[src/rtl/uart_rx_pkg.sv]
package uart_rx_pkg;

    localparam int DATA_W = 8;

    typedef enum logic [2:0] {
        ST_IDLE,
        ST_START,
        ST_DATA,
        ST_PARITY,
        ST_EXTRA,
        ST_STOP1,
        ST_STOP2
    } rx_state_t;

    // run-time frame format, captured at start-bit detection
    typedef struct packed {
        logic [1:0] len;
        logic       par_en;
        logic [1:0] par_type;
        logic       xb_en;
        logic       stop_long;
        logic       mp_en;
    } rx_cfg_t;

    localparam logic [1:0] PAR_ODD   = 2'b00;
    localparam logic [1:0] PAR_EVEN  = 2'b01;
    localparam logic [1:0] PAR_MARK  = 2'b10;
    localparam logic [1:0] PAR_SPACE = 2'b11;

    // value the parity bit must carry; unused data bits are zero
    function automatic logic want_parity(input logic [DATA_W-1:0] d,
                                         input logic [1:0] kind);
        logic r;
        unique case (kind)
            PAR_ODD:   r = ~(^d);
            PAR_EVEN:  r = ^d;
            PAR_MARK:  r = 1'b1;
            PAR_SPACE: r = 1'b0;
            default:   r = 1'b0;
        endcase
        return r;
    endfunction

endpackage

[src/rtl/rx_line_sync.sv]
module rx_line_sync #(
    parameter int STAGES = 2
) (
    input  logic clk,
    input  logic rst_n,
    input  logic din,
    output logic dout
);
    logic [STAGES-1:0] sr;

    generate
        if (STAGES == 1) begin : g_one
            always_ff @(posedge clk or negedge rst_n) begin
                if (!rst_n) sr <= '1;
                else        sr <= din;
            end
        end else begin : g_chain
            always_ff @(posedge clk or negedge rst_n) begin
                if (!rst_n) sr <= '1;
                else        sr <= {sr[STAGES-2:0], din};
            end
        end
    endgenerate

    assign dout = sr[STAGES-1];
endmodule

[src/rtl/rx_bit_timer.sv]
module rx_bit_timer #(
    parameter int OSR = 16,
    localparam int CW = $clog2(OSR)
) (
    input  logic          clk,
    input  logic          rst_n,
    input  logic          tick,
    input  logic          load,
    input  logic [CW-1:0] target,
    output logic          hit
);
    logic [CW-1:0] cnt;

    // counts ticks since the last load or hit; wraps on hit
    always_ff @(posedge clk or negedge rst_n) begin
        if (!rst_n)           cnt <= '0;
        else if (load)        cnt <= '0;
        else if (tick) begin
            if (cnt == target) cnt <= '0;
            else               cnt <= cnt + 1'b1;
        end
    end

    assign hit = tick && !load && (cnt == target);
endmodule

[src/rtl/rx_frame_fsm.sv]
module rx_frame_fsm
    import uart_rx_pkg::*;
#(
    parameter int OSR = 16,
    localparam int CW = $clog2(OSR)
) (
    input  logic              clk,
    input  logic              rst_n,
    input  logic              tick,
    input  logic              line,
    input  rx_cfg_t           cfg_in,
    input  logic              hit,
    output logic              tmr_load,
    output logic [CW-1:0]     tmr_target,
    output rx_state_t         state_o,
    output rx_cfg_t           cfg_o,
    output logic              fin,
    output logic              stop_ok,
    output logic [DATA_W-1:0] data_o,
    output logic              par_bit,
    output logic              xb_bit
);
    localparam logic [CW-1:0] T_HALF = CW'(OSR/2 - 1);
    localparam logic [CW-1:0] T_FULL = CW'(OSR - 1);
    localparam logic [CW-1:0] T_3Q   = CW'(OSR/2 + OSR/4 - 1);
    localparam int IW = $clog2(DATA_W);

    rx_state_t         state, nxt;
    rx_cfg_t           cfg_r;
    logic [DATA_W-1:0] shreg;
    logic [IW-1:0]     idx;
    logic [IW-1:0]     last_idx;
    logic              par_r, xb_r, stop1_r;

    assign last_idx = IW'(cfg_r.len) + IW'(4);

    // state register
    always_ff @(posedge clk or negedge rst_n) begin
        if (!rst_n) state <= ST_IDLE;
        else        state <= nxt;
    end

    // next-state logic
    always_comb begin
        nxt = state;
        unique case (state)
            ST_IDLE:   if (tick && !line) nxt = ST_START;
            ST_START:  if (hit) nxt = line ? ST_IDLE : ST_DATA;
            ST_DATA:   if (hit && idx == last_idx) begin
                           if (cfg_r.par_en)     nxt = ST_PARITY;
                           else if (cfg_r.xb_en) nxt = ST_EXTRA;
                           else                  nxt = ST_STOP1;
                       end
            ST_PARITY: if (hit) nxt = cfg_r.xb_en ? ST_EXTRA : ST_STOP1;
            ST_EXTRA:  if (hit) nxt = ST_STOP1;
            ST_STOP1:  if (hit) nxt = cfg_r.stop_long ? ST_STOP2 : ST_IDLE;
            ST_STOP2:  if (hit) nxt = ST_IDLE;
            default:   nxt = ST_IDLE;
        endcase
    end

    // outputs of the machine: timer control and frame-end strobe
    always_comb begin
        tmr_load   = 1'b0;
        tmr_target = T_FULL;
        fin        = 1'b0;
        stop_ok    = line;
        unique case (state)
            ST_IDLE:   tmr_load = 1'b1;
            ST_START:  tmr_target = T_HALF;
            ST_DATA,
            ST_PARITY,
            ST_EXTRA:  tmr_target = T_FULL;
            ST_STOP1:  fin = hit && !cfg_r.stop_long;
            ST_STOP2: begin
                tmr_target = (cfg_r.len == 2'b00) ? T_3Q : T_FULL;
                fin        = hit;
                stop_ok    = stop1_r & line;
            end
            default:   tmr_load = 1'b1;
        endcase
    end

    // bit capture
    always_ff @(posedge clk or negedge rst_n) begin
        if (!rst_n) begin
            cfg_r   <= '0;
            shreg   <= '0;
            idx     <= '0;
            par_r   <= 1'b0;
            xb_r    <= 1'b0;
            stop1_r <= 1'b0;
        end else if (state == ST_IDLE && nxt == ST_START) begin
            cfg_r <= cfg_in;
            shreg <= '0;
            idx   <= '0;
            par_r <= 1'b0;
            xb_r  <= 1'b0;
        end else if (hit) begin
            unique case (state)
                ST_DATA: begin
                    shreg[idx] <= line;
                    idx        <= idx + 1'b1;
                end
                ST_PARITY: par_r   <= line;
                ST_EXTRA:  xb_r    <= line;
                ST_STOP1:  stop1_r <= line;
                default: ;
            endcase
        end
    end

    assign state_o = state;
    assign cfg_o   = cfg_r;
    assign data_o  = shreg;
    assign par_bit = par_r;
    assign xb_bit  = xb_r;
endmodule

[src/rtl/rx_result_reg.sv]
module rx_result_reg
    import uart_rx_pkg::*;
(
    input  logic              clk,
    input  logic              rst_n,
    input  logic              fin,
    input  logic              stop_ok,
    input  logic [DATA_W-1:0] data_in,
    input  logic              par_bit,
    input  logic              xb_bit,
    input  rx_cfg_t           cfg,
    input  logic              flag_clr,
    output logic              ld,
    output logic [DATA_W-1:0] data_out,
    output logic              xbit_out,
    output logic              rx_done,
    output logic              par_err,
    output logic              frm_err
);
    logic perr_set, ferr_set;

    assign ld       = fin && stop_ok && (!cfg.mp_en || xb_bit);
    assign perr_set = fin && cfg.par_en && (par_bit != want_parity(data_in, cfg.par_type));
    assign ferr_set = fin && !stop_ok;

    always_ff @(posedge clk or negedge rst_n) begin
        if (!rst_n) begin
            data_out <= '0;
            xbit_out <= 1'b0;
        end else if (ld) begin
            data_out <= data_in;
            xbit_out <= xb_bit;
        end
    end

    // sticky flags, clear dominant
    always_ff @(posedge clk or negedge rst_n) begin
        if (!rst_n) begin
            rx_done <= 1'b0;
            par_err <= 1'b0;
            frm_err <= 1'b0;
        end else if (flag_clr) begin
            rx_done <= 1'b0;
            par_err <= 1'b0;
            frm_err <= 1'b0;
        end else begin
            rx_done <= rx_done | ld;
            par_err <= par_err | perr_set;
            frm_err <= frm_err | ferr_set;
        end
    end
endmodule

[src/rtl/uart_frame_rx.sv]
module uart_frame_rx
    import uart_rx_pkg::*;
#(
    parameter int OSR         = 16,
    parameter int SYNC_STAGES = 2,
    localparam int CW = $clog2(OSR)
) (
    input  logic              clk,
    input  logic              rst_n,
    input  logic              os_tick,
    input  logic              rxd,
    input  logic [1:0]        len_sel,
    input  logic              par_en,
    input  logic [1:0]        par_type,
    input  logic              xbit_en,
    input  logic              stop_long,
    input  logic              mp_en,
    input  logic              flag_clr,
    output logic [DATA_W-1:0] data_out,
    output logic              xbit_out,
    output logic              rx_done,
    output logic              par_err,
    output logic              frm_err
);
    logic              line_s;
    logic              hit_w, load_w, fin_w, stop_ok_w, par_w, xb_w, ld_w;
    logic [CW-1:0]     target_w;
    logic [DATA_W-1:0] shdata_w;
    rx_state_t         state_w;
    rx_cfg_t           cfg_now, cfg_w;

    assign cfg_now = '{len: len_sel, par_en: par_en, par_type: par_type,
                       xb_en: xbit_en, stop_long: stop_long, mp_en: mp_en};

    rx_line_sync #(.STAGES(SYNC_STAGES)) u_sync (
        .clk(clk), .rst_n(rst_n), .din(rxd), .dout(line_s)
    );

    rx_bit_timer #(.OSR(OSR)) u_tmr (
        .clk(clk), .rst_n(rst_n), .tick(os_tick), .load(load_w),
        .target(target_w), .hit(hit_w)
    );

    rx_frame_fsm #(.OSR(OSR)) u_fsm (
        .clk(clk), .rst_n(rst_n), .tick(os_tick), .line(line_s),
        .cfg_in(cfg_now), .hit(hit_w), .tmr_load(load_w),
        .tmr_target(target_w), .state_o(state_w), .cfg_o(cfg_w),
        .fin(fin_w), .stop_ok(stop_ok_w), .data_o(shdata_w),
        .par_bit(par_w), .xb_bit(xb_w)
    );

    rx_result_reg u_res (
        .clk(clk), .rst_n(rst_n), .fin(fin_w), .stop_ok(stop_ok_w),
        .data_in(shdata_w), .par_bit(par_w), .xb_bit(xb_w), .cfg(cfg_w),
        .flag_clr(flag_clr), .ld(ld_w), .data_out(data_out),
        .xbit_out(xbit_out), .rx_done(rx_done), .par_err(par_err),
        .frm_err(frm_err)
    );
endmodule

[config.mk]
export PLATFORM = sky130hd
export DESIGN_NAME = uart_frame_rx
export DESIGN_NICKNAME = d
export VERILOG_FILES = /design/src/rtl/uart_rx_pkg.sv /design/src/rtl/rx_line_sync.sv /design/src/rtl/rx_bit_timer.sv /design/src/rtl/rx_frame_fsm.sv /design/src/rtl/rx_result_reg.sv /design/src/rtl/uart_frame_rx.sv
export SDC_FILE = /design/constraint.sdc
export NUM_CORES = 1
export LEC_CHECK = 0
export BUFFER_PORTS_ARGS = -buffer_cell sky130_fd_sc_hd__buf_2
export CORE_ASPECT_RATIO = 0.5
export CORE_MARGIN = 1
export CORE_UTILIZATION = 53
export CTS_CLUSTER_DIAMETER = 40
export DETAILED_ROUTE_END_ITERATION = 12
export GPL_ROUTABILITY_DRIVEN = 0
export PLACE_DENSITY = 0.74
export SYNTH_ARGS = -nofsm -noshare
export SYNTH_HDL_FRONTEND = slang
export SYNTH_SLANG_ARGS = --single-unit
[constraint.sdc]
create_clock -name clk -period 2.8 [get_ports clk]
set_input_delay 0.28 -clock clk [delete_from_list [all_inputs] [get_ports clk]]
set_output_delay 0.28 -clock clk [all_outputs]
set_load 0.02 [all_outputs]
## Word-level counts from Yosys, hierarchy flattened

Cells that the tools add are included.
W data, S select, Z words.

- Register bits after elaboration: 43
- Bits of input ports: 13
- Logic and storage cells: 112
- Output and inout bits: 12

- Reductions and logical operators: 30
- Equality and inequality tests: 14
- Bitwise logic cells: 6
- Add/subtract/negate cells: 3
- $lt $le $gt $ge: 2
- Multiplexer cells: 38

Operator list:

| cell | number |
|---|---|
| $mux W3 | 13 |
| $mux W8 | 3 |
| $pmux W3 S7 | 1 |
| $logic_and A1 B1 Y1 | 12 |
| $mux W1 | 12 |
| $mux W4 | 3 |
| $eq A3 B3 Y1 const B | 3 |
| $bwmux W8 | 1 |
| $pmux W4 S2 | 1 |
| $reduce_bool A2 Y1 | 4 |
| $reduce_xor A8 Y1 | 1 |
| $eq A3 B1 Y1 const B | 2 |
| $eq A3 B2 Y1 const B | 2 |
| $reduce_and A2 Y1 | 3 |
| $reduce_or A6 Y1 | 1 |
| $add A4 B1 Y4 const B | 1 |
| $eq A2 B2 Y1 const B | 2 |
| $eq A4 B4 Y1 | 1 |
| $logic_not A1 Y1 | 4 |
| $logic_not A2 Y1 | 2 |
| $lt A3 B4 Y1 const B | 1 |
| $pmux W1 S4 | 1 |
| $add A2 B3 Y3 const B | 1 |
| $add A3 B1 Y3 const B | 1 |
| other kinds (14) | 17 |

## Longest topological paths before layout

- Depth after elaboration: 12
- Depth in mapped cells: 7
- Mapped depth without buffers: 6

## By module

A second synthesis with hierarchy kept.

- Cells, all modules: 229
- Area total of the unflattened synthesis: 2,265.9 sq um

By module, submodules not included:

| module | times used | area each (sq um) | cells each |
|---|---|---|---|
| rx_frame_fsm | 1 | 1,381.3 | 138 |
| rx_result_reg | 1 | 550.5 | 61 |
| rx_bit_timer | 1 | 281.5 | 28 |
| rx_line_sync | 1 | 52.6 | 2 |

## Worst setup path before layout

Ideal clock, no wire load.

- Path type: register to register
- From: register u_fsm.state[1], in the netlist u_fsm.state_o[1]
- To: register u_res.data_out[0]
- Setup time: 0.125 ns
- Period minus slack after synthesis: 2.101 ns
- Stages on the path, launching flop included: 7
- Slack: 0.699 ns
- Buffers on the path: 1
- Data arrival time: 1.977 ns
- Cell sequence: dfrtp_1 > buf_4 > nor3b_4 > mux2i_4 > nand3b_4 > a211oi_4 > mux2_2

- Cells in the longest elaborated chain, start to end: 8
- Elaborated cells between the ends (all ways): 16
- Classes of those cells: eq/ne: 7; mux: 3; reduce/logical: 6

RTL lines:

| element | RTL line | source |
|---|---|---|
| from (decl) | rx_frame_fsm.sv:28 | `rx_state_t state, nxt;` |
| from (signal assigned) | rx_frame_fsm.sv:40 | `else state <= nxt;` |
| $eq A3 B3 Y1 (tied with other cells) | rx_frame_fsm.sv:68 | `unique case (state)` |
| $pmux W4 S2 or $reduce_or A6 Y1 (tied branches) | n/a |  |
| $eq A4 B4 Y1 or $logic_and A1 B1 Y1 (tied branches) | rx_bit_timer.sv:24 | `assign hit = tick && !load && (cnt == target);` |
| $logic_and A1 B1 Y1 | rx_bit_timer.sv:24 |  |
| $logic_and A1 B1 Y1 | rx_frame_fsm.sv:74 | `ST_STOP1: fin = hit && !cfg_r.stop_long;` |
| $pmux W1 S2 | rx_frame_fsm.sv:68 |  |
| $logic_and A1 B1 Y1 (*) (2 in a row) | rx_result_reg.sv:22 | `assign ld = fin && stop_ok && (!cfg.mp_en \|\| xb_bit);` |
| to (signal assigned) | rx_result_reg.sv:31 | `data_out <= data_in;` |
| to (decl) | rx_result_reg.sv:14 | `output logic [DATA_W-1:0] data_out,` |

Mark *: on every way between the ends. The rest lies on a longest branch, timed or not.
A chain may end at the register's enable or synchronous reset.

## Worst setup path in the final report

- From: register u_fsm.state[1], in the netlist u_fsm.state_o[1]
- To: register u_res.data_out[6]

Same word-level chain as after synthesis.

==> flow_metrics.tcl <==
set metrics [dict create \
    run_status "completed" \
    hold_viol_final 0 \
    placedCellCount 285 \
    timing.critical_path.fanout_max 17 \
    internal_power_mw 1.221 \
    synth_seq_cells 43 \
    power.net_switching_mw 0.6423 \
    met3_track_utilization_from_global_routing 0.05346 \
    first_global_vias 1619 \
    detail_route.wirelength_um 4384 \
    io_buffers 24 \
    top_level_port_count 25 \
    path_class "reg2reg" \
    postRouteAntennaNets 0 \
    count_of_placed_standard_cells_in_the_final_layout_fillers_left_out 293 \
    layout.cells.most_common_list "41 x dfrtp_1, 28 x nand2_1, 24 x buf_2, 12 x nor2_1, 11 x mux2_2" \
    finClkSkew_ps 5.162 \
    p_leak_nw 1.149 \
    antenna-diode-count 0 \
    cts_max_path_bufs 2 \
    cts_hold_repair.buffers 0 \
    filler_cell_count_in_the_final_layout 323 \
    critical_path_data_required_time_ps 2990 \
    synth_fp_nets 233 \
    cts_made_buffers 5 \
    avg_cell_area_syn_um2 10.45 \
    grt.met1_usage 0.2900 \
    routedWlPerCell_um 14.96 \
    cts_tree "built" \
    postSynthCellCount 218 \
    clock_latency_ps 300 \
    dr.pass1.iters 4 \
    power-per-cell-area_nw_per_um2 737.4 \
    drive_above_1_share 0.2176 \
    final_common_cell "dfrtp_1" \
    combined_area_of_the_multi_input_logic_cells_um2 1115 \
    vdd.ir_drop.worst_mv 0.2977 \
    type_of_the_tightest_min_delay_check "in2reg" \
    final-max-slew-violation-count 0 \
    async_flop_share 1.000 \
    fin_crit_sh 0.8755 \
    via_per_inst 5.805 \
    timing.max_cap.violations 0 \
    number_of_flops_mapped_to_enable_cells_by_yosys 0 \
    slew-limit-headroom 0.3766 \
    synthesis.yosys.warnings 0 \
    switch_share 0.3447 \
    globalRouteMet2Util 0.3465 \
    cp_data_arrival_time_ps 2640 \
    setup_repair_bufs_after_cts 0 \
    area_delta_synth_final_pct 10.93 \
    fp-row-count 16 \
    worst_pin_slew_ps 935.1 \
    yosysSeqAreaShare 0.4734 \
    synth_cell_types 47 \
    cts.sink_count 43 \
    cts_max_level 2 \
    setup.worst_path.end_class "flip-flop" \
    grt_start_max_net_pins 44 \
    design.final.nets 253 \
    finalCriticalPeriod_ps 2451 \
    antenna_violations_before_repair 0 \
    cts-resized-gates 0 \
    chipWidth_um 94.73 \
    post-route-drc-count 0 \
    routed-via-count 1701 \
    timing.final.setup_violations 0 \
    global_route_wire_length_before_repair_um 7555 \
    start_kind "flip-flop" \
    drt_iter0_drc 64 \
    clock_pin_slew_on_the_worst_setup_and_hold_paths_ps 90 \
    syn-cell-area_um2 2278 \
    detailed_place_hpwl_um 3070 \
    die_height_um 48.36 \
    clock-root-buffer "clkbuf_8" \
    globalRoute.busiestLayer "met2" \
    design.die.area_um2 4581 \
    grt_util_all_layers 0.2162 \
    grt_setup_unrepaired "false" \
    seq_area_um2 1079 \
    achievable-frequency_mhz 407.9 \
    finalSetupTns_ps 0 \
    comb_power_share 0.250 \
    floorplan.initialDensity 0.5691 \
    grt.overflow.total 0 \
    ys.flop_type "dfrtp_1" \
    power_frac_clock 0.270 \
    reg2reg_slack_ps 350 \
    seqPwrFrac 0.481 \
    design.core.area_um2 4004 \
]
[layer usage]
metal / vias to the layer above / routed length (µm)
met5: - / 0
met4: 0 / 49
met3: 7 / 219
met2: 48 / 2037
met1: 826 / 2077
li1: 820 / -
[area by class of cell]
type                       instances  area share
multi-input combinational        157      0.4411
sequential                        43      0.4267
timing repair buffer              25     0.05049
clock buffer                       5     0.02723
tap                               54     0.02673
clock inverter                     3     0.01881
inverter                           6    0.008911
[flip-flops by register name, summed over array words and instances, names as in the netlist, 2 cells and up]
register,cells
u_fsm.state_o,3
u_fsm.data_o,8
u_tmr.cnt,4
u_sync.sr,2
u_res.data_out,8
u_fsm.cfg_o,8
u_fsm.idx,3
[worst max-delay path, cell delays in order, from the launching register on]
cell	delay [ps]
dfrtp_1	580
nor3b_4	350
mux2i_4	410
nand3b_4	140
a211oi_4	460
mux2_2	400
[worst paths after layout]
kind | start | to | depth (start not counted)
worst min register to register | u_sync.sr[0] | u_sync.sr[1] | 0
worst min-delay path | rxd | u_sync.sr[0] | 1
worst max register to register | u_fsm.state_o[1] | u_res.data_out[6] | 5
min in group asynchronous | rst_n | u_tmr.cnt[0] | 1
max in group asynchronous | rst_n | u_res.par_err | 1
worst max-delay path | u_fsm.state_o[1] | u_res.data_out[6] | 5
[cell usage after synthesis (all sizes together), types with 2 or more instances]
cell | number | area share
a211oi | 3 | 0.015
a21oi | 9 | 0.020
a31oi | 2 | 0.0055
and2 | 2 | 0.0055
and3 | 2 | 0.0055
buf | 6 | 0.018
clkbuf | 6 | 0.0099
dfrtp | 41 | 0.45
dfstp | 2 | 0.023
ha | 2 | 0.011
inv | 5 | 0.0082
mux2 | 11 | 0.054
mux2i | 8 | 0.041
nand2 | 28 | 0.046
nand2b | 3 | 0.0082
nand3 | 8 | 0.018
nand3b | 6 | 0.025
nor2 | 12 | 0.020
nor2b | 2 | 0.0055
nor3 | 2 | 0.0044
nor3b | 3 | 0.015
nor4 | 2 | 0.0055
nor4b | 3 | 0.014
o211ai | 6 | 0.020
o21a | 4 | 0.013
o21ai | 8 | 0.018
o311ai | 2 | 0.0077
o31ai | 7 | 0.023
or4b | 2 | 0.0088
xnor2 | 8 | 0.031
xor2 | 4 | 0.015
[per-stage QoR]
| stage | setup slack (ps) | utilization | power [mW] | cell area [µm²] | hold WS (ps) |
|---|---|---|---|---|---|
| 2_1_floorplan | 698.7 | - | 1.270 | 2278 | -15.59 |
| 3_3_place_gp | 462.7 | 0.6022 | 1.345 | 2411 | 345.9 |
| 3_5_place_dp | 384.9 | 0.6022 | 1.374 | 2411 | 350.0 |
| 4_1_cts | 364.7 | 0.6313 | 1.879 | 2527 | 64.36 |
| 5_1_grt | 194.3 | 0.6313 | 1.978 | 2527 | 60.74 |
| 6_report | 348.5 | 0.6313 | 1.864 | 2527 | 74.14 |
[power groups by stage]
| stage | sequential (mW) | clock (mW) | combinational (mW) |
|---|---|---|---|
| 2_1_floorplan | 0.821 | 0 | 0.449 |
| 4_1_cts | 0.895 | 0.513 | 0.470 |
| 3_5_place_dp | 0.908 | 0 | 0.466 |
| 5_1_grt | 0.917 | 0.540 | 0.521 |
| 3_3_place_gp | 0.899 | 0 | 0.446 |
| 6_report | 0.896 | 0.502 | 0.466 |
[cell families after synthesis]
| family | after synthesis | share of synthesized area |
|---|---|---|
| xor gates and xnor gates | 12 | 0.04613 |
| and+or+nand+nor | 78 | 0.1971 |
| muxes | 19 | 0.09500 |
| buffers and inverters | 18 | 0.03734 |
| DFF | 43 | 0.4734 |
| AOI/OAI and AO/OA | 46 | 0.1400 |
| adders and majority gates | 2 | 0.01098 |
Note: power is estimated with default switching activity, not from simulation.
